[config.mk]
export PLATFORM = sky130hd
export DESIGN_NAME = cache_inval_seq
export DESIGN_NICKNAME = d
export VERILOG_FILES = /design/src/rtl/cis_pkg.sv /design/src/rtl/cis_sweep_ctrl.sv /design/src/rtl/cis_idx_counter.sv /design/src/rtl/cache_inval_seq.sv
export SDC_FILE = /design/constraint.sdc
export NUM_CORES = 1
export LEC_CHECK = 0
export ABC_AREA = 1
export BUFFER_PORTS_ARGS = -buffer_cell sky130_fd_sc_hd__buf_2
export CAP_MARGIN = 20
export CORE_AREA = 2 2 39 41
export DETAILED_ROUTE_END_ITERATION = 8
export DIE_AREA = 0 0 41 43
export GPL_ROUTABILITY_DRIVEN = 1
export GPL_TIMING_DRIVEN = 0
export HOLD_SLACK_MARGIN = 0.15
export PLACE_DENSITY = 0.69
export SLEW_MARGIN = 20
export SYNTH_ARGS = -nofsm -noshare
export SYNTH_HDL_FRONTEND = slang
export SYNTH_SLANG_ARGS = --single-unit
[constraint.sdc]
create_clock -name clk_i -period 2.9 [get_ports clk_i]
set_input_delay 0.29 -clock clk_i [delete_from_list [all_inputs] [get_ports clk_i]]
set_output_delay 0.29 -clock clk_i [all_outputs]
set_load 0.01 [all_outputs]
[src/rtl/cis_pkg.sv]
package cis_pkg;
  typedef enum logic {
    ST_IDLE  = 1'b0,
    ST_SWEEP = 1'b1
  } sweep_state_e;
endpackage

[src/rtl/cis_sweep_ctrl.sv]
module cis_sweep_ctrl
  import cis_pkg::*;
(
  input  logic clk_i,
  input  logic rst_ni,
  input  logic trig_i,
  input  logic last_i,
  output logic busy_o,
  output logic start_o
);
  sweep_state_e state_q, state_d;

  assign busy_o  = (state_q == ST_SWEEP);
  // a trigger during a sweep is dropped
  assign start_o = trig_i && (state_q == ST_IDLE);

  always_comb begin
    state_d = state_q;
    unique case (state_q)
      ST_IDLE:  if (start_o) state_d = ST_SWEEP;
      ST_SWEEP: if (last_i)  state_d = ST_IDLE;
      default:  state_d = ST_IDLE;
    endcase
  end

  always_ff @(posedge clk_i or negedge rst_ni) begin
    if (!rst_ni) state_q <= ST_IDLE;
    else         state_q <= state_d;
  end
endmodule

[src/rtl/cis_idx_counter.sv]
module cis_idx_counter #(
  parameter int unsigned NUM_SETS = 512,
  localparam int unsigned IDX_W = (NUM_SETS > 1) ? $clog2(NUM_SETS) : 1
) (
  input  logic             clk_i,
  input  logic             rst_ni,
  input  logic             clr_i,
  input  logic             en_i,
  output logic [IDX_W-1:0] idx_o,
  output logic             last_o
);
  localparam logic [IDX_W-1:0] LastIdx = IDX_W'(NUM_SETS - 1);

  logic [IDX_W-1:0] idx_q;

  assign idx_o  = idx_q;
  assign last_o = en_i && (idx_q == LastIdx);

  always_ff @(posedge clk_i or negedge rst_ni) begin
    if (!rst_ni)     idx_q <= '0;
    else if (clr_i)  idx_q <= '0;
    else if (last_o) idx_q <= '0;
    else if (en_i)   idx_q <= idx_q + 1'b1;
  end
endmodule

[src/rtl/cache_inval_seq.sv]
module cache_inval_seq #(
  parameter int unsigned NUM_SETS = 512,
  localparam int unsigned IDX_W = (NUM_SETS > 1) ? $clog2(NUM_SETS) : 1
) (
  input  logic             clk_i,
  input  logic             rst_ni,
  input  logic             cfg_we_i,
  input  logic             cfg_wdata_i,
  output logic             cfg_rdata_o,
  output logic [IDX_W-1:0] tag_idx_o,
  output logic             tag_we_o,
  output logic             tag_clr_valid_o,
  output logic             tag_clr_mod_o,
  output logic             stall_o
);
  logic busy, start, last;

  cis_sweep_ctrl u_ctrl (
    .clk_i   (clk_i),
    .rst_ni  (rst_ni),
    .trig_i  (cfg_we_i && cfg_wdata_i),
    .last_i  (last),
    .busy_o  (busy),
    .start_o (start)
  );

  cis_idx_counter #(.NUM_SETS(NUM_SETS)) u_cnt (
    .clk_i  (clk_i),
    .rst_ni (rst_ni),
    .clr_i  (start),
    .en_i   (busy),
    .idx_o  (tag_idx_o),
    .last_o (last)
  );

  assign cfg_rdata_o     = busy;
  assign stall_o         = busy;
  assign tag_we_o        = busy;
  assign tag_clr_valid_o = busy;
  assign tag_clr_mod_o   = busy;
endmodule

==> impl_metrics.ini <==
[global_routing]
busiest_layer = met1
antenna_found_initial = 0
track_usage = 0.164
met3_usage = 0.0471
grt_pass1_vias = 435
gr-usage-met1 = 0.223
grt_use_met2 = 0.213
grt_pass1_wl_um = 1920
grt_remaining_overflow = 0
grt_max_degree = 11

[cts]
cts_buffer_depth = 2
hold_buffers = 1
numCtsBuffers = 3
clk_pin_slew_worst_paths_ps = 60
post_cts_resized = 0
post_cts_buffers = 0
cts-root-buf = clkbuf_4
cts_num_sinks = 10
insertion_delay_ps = 270
cts_tree = built
cts_htree_levels = 1

[run]
maxCapViolCount = 0

[drt]
num_vias = 523
firstDrtPassIters = 4
routed_wl_um = 1100
drtIter0Drc = 9
ant_nets = 0
wl_per_cell_um = 10.1
vias_per_cell = 4.80
route.detailed.drc = 0

[synth]
yosysWarnings = 0
synth_area_leaders = dfrtp_1, nand2_1, nand3_1, o21ai_0, buf_4
ys_types = 14
yosysTopAreaCellShare = 0.435
syn_inst = 71
synth_area_um2 = 576
ys_ff_latch = 10
synth_top_area_cell = dfrtp_1
ys_seq_area_frac = 0.435
postSynthAreaPerCell_um2 = 8.11
syn_nets = 77

[floorplan]
coreArea_um2 = 1380
start_util = 0.416
core.rowCount = 14
ios = 18
chipWidth_um = 41
design.die.area_um2 = 1760
die_h_um = 43

[sta]
hold_viol = 0
slew_headroom = 0.845
clock_skew_ps = 0.661
fmax_mhz = 624
drv_slew = 0
period_minus_slack_ps = 1600
fin_crit_sh = 0.553
whs_ps = 296
fin_tns_setup_ps = 0
setup_violations = 0
tightest_slew_ps = 233
rsz0062_at_grt = no

[place]
gp_congestion = 0.741
dp_hpwl_um = 839
io_buffers = 17
dpl.cell_count = 104

[layout]
final_cell_mix = nand2_1, buf_2, dfrtp_1
diodes = 0
fill_cells = 154
fin_cells = 109
fin_nets = 100
drive_above_1_share = 0.333
final_common_cell = nand2_1
areaGrowthSynthToFinish_pct = 26.3

[setup_path]
path_class = reg2reg
critPathRequiredTime_ps = 3090
cp-end-kind = register
reg2reg_depth = 9
slowest_delay_ps = 410
crit_path_start_kind = register
critPathBufInv = 1
crit_chain = ha_1 > nand3_1 > nor2_1 > ha_1 > nor2_8 > inv_1 > nor2_1 > nand2_1 > o21ai_0
cp.arrival_ps = 1800
r2r_slack_ps = 1300
crit_family = adder cells
cp_slowest_cell = dfrtp_1
r2r-start = u_cnt.idx_o[0]
cp_max_fo = 9
worst_r2r_endpoint = u_cnt.idx_o[4]

[status]
outcome = finished clean

[worst_hold_path]
holdCritStartpoint = cfg_wdata_i
whs_path_depth = 3
hold_path_end = u_ctrl.busy_o
min_path_type = in2reg

[power]
p_per_area_nw_per_um2 = 373
p_leak_nw = 0.369
ir_worst_vdd_mv = 0.301
per-stage QoR:
stage                     power [mW]  instance area [um^2]   util  setup slack [ps]
final                          0.271                   727  0.525              1300
after global routing           0.281                   727  0.525              1130
after CTS                      0.274                   727  0.525              1270
after detailed placement       0.147                   681  0.492              1290
after global placement         0.147                   681  0.492              1300
after floorplan                0.143                   576      -              1380
worst max path at each step:
stage	endpoint	slack, ps	start	cells after the start
floorplan	u_cnt.idx_o[4]	1380	u_cnt.idx_o[0]	9
global placement	u_cnt.idx_o[4]	1300	u_cnt.idx_o[0]	9
detailed placement	u_cnt.idx_o[4]	1290	u_cnt.idx_o[0]	9
CTS	u_cnt.idx_o[4]	1270	u_cnt.idx_o[0]	9
global route	u_cnt.idx_o[4]	1130	u_cnt.idx_o[1]	9
finish	u_cnt.idx_o[4]	1300	u_cnt.idx_o[0]	9
state kept, by name, indices dropped and copies added (netlist names):
| signal | cells |
|---|---|
| u_cnt.idx_o | 9 |
| u_ctrl.busy_o | 1 |
cells by family (layout without fill, tap and decap cells):
family	count (synthesis)	count (layout)	synth area share
and+or+nand+nor	38	38	0.322
buffers and inverters	12	34	0.104
DFF	10	10	0.435
AOI/OAI and AO/OA	9	9	0.0957
adders and majority gates	2	2	0.0435
synthesized netlist by cell type:
library cell	number
buf_4	4
dfrtp_1	10
nor2_2	2
nand2_1	21
nor2_4	1
ha_1	2
o21bai_1	1
inv_1	8
nor2_8	1
nand2_2	2
nand3_1	7
o21ai_0	6
a22o_1	2
nor2_1	4
layer usage:
metal / up-vias / part of all wire / routed length, um
met3: 5 / 0.063 / 69
met5: - / 0 / 0
met2: 16 / 0.43 / 474
met4: 0 / 0.034 / 38
met1: 235 / 0.47 / 520
li1: 267 / - / -
power breakdown:
part	total, mW	leakage, nW	internal [mW]	switching, mW
sequential	0.139	0.109	0.139	0
clock	0.126	0.0210	0.0763	0.0492
combinational	0.00595	0.239	0.00246	0.00349
total	0.271	0.369	0.218	0.0527
cell type report:
cell class / instances / area [um^2] / area share
multi-input combinational: 49 / 265 / 0.365
clock buffer: 4 / 36.3 / 0.0499
tap: 16 / 20.0 / 0.0275
sequential: 10 / 250 / 0.344
buffer: 4 / 30.0 / 0.0413
inverter: 8 / 30.0 / 0.0413
timing repair buffer: 18 / 95.1 / 0.131
worst min-delay path, stage by stage:
cell,delay (ps)
buf_2,90
nand2_1,70
o21ai_0,70
Power figures use the tool's default switching activity.
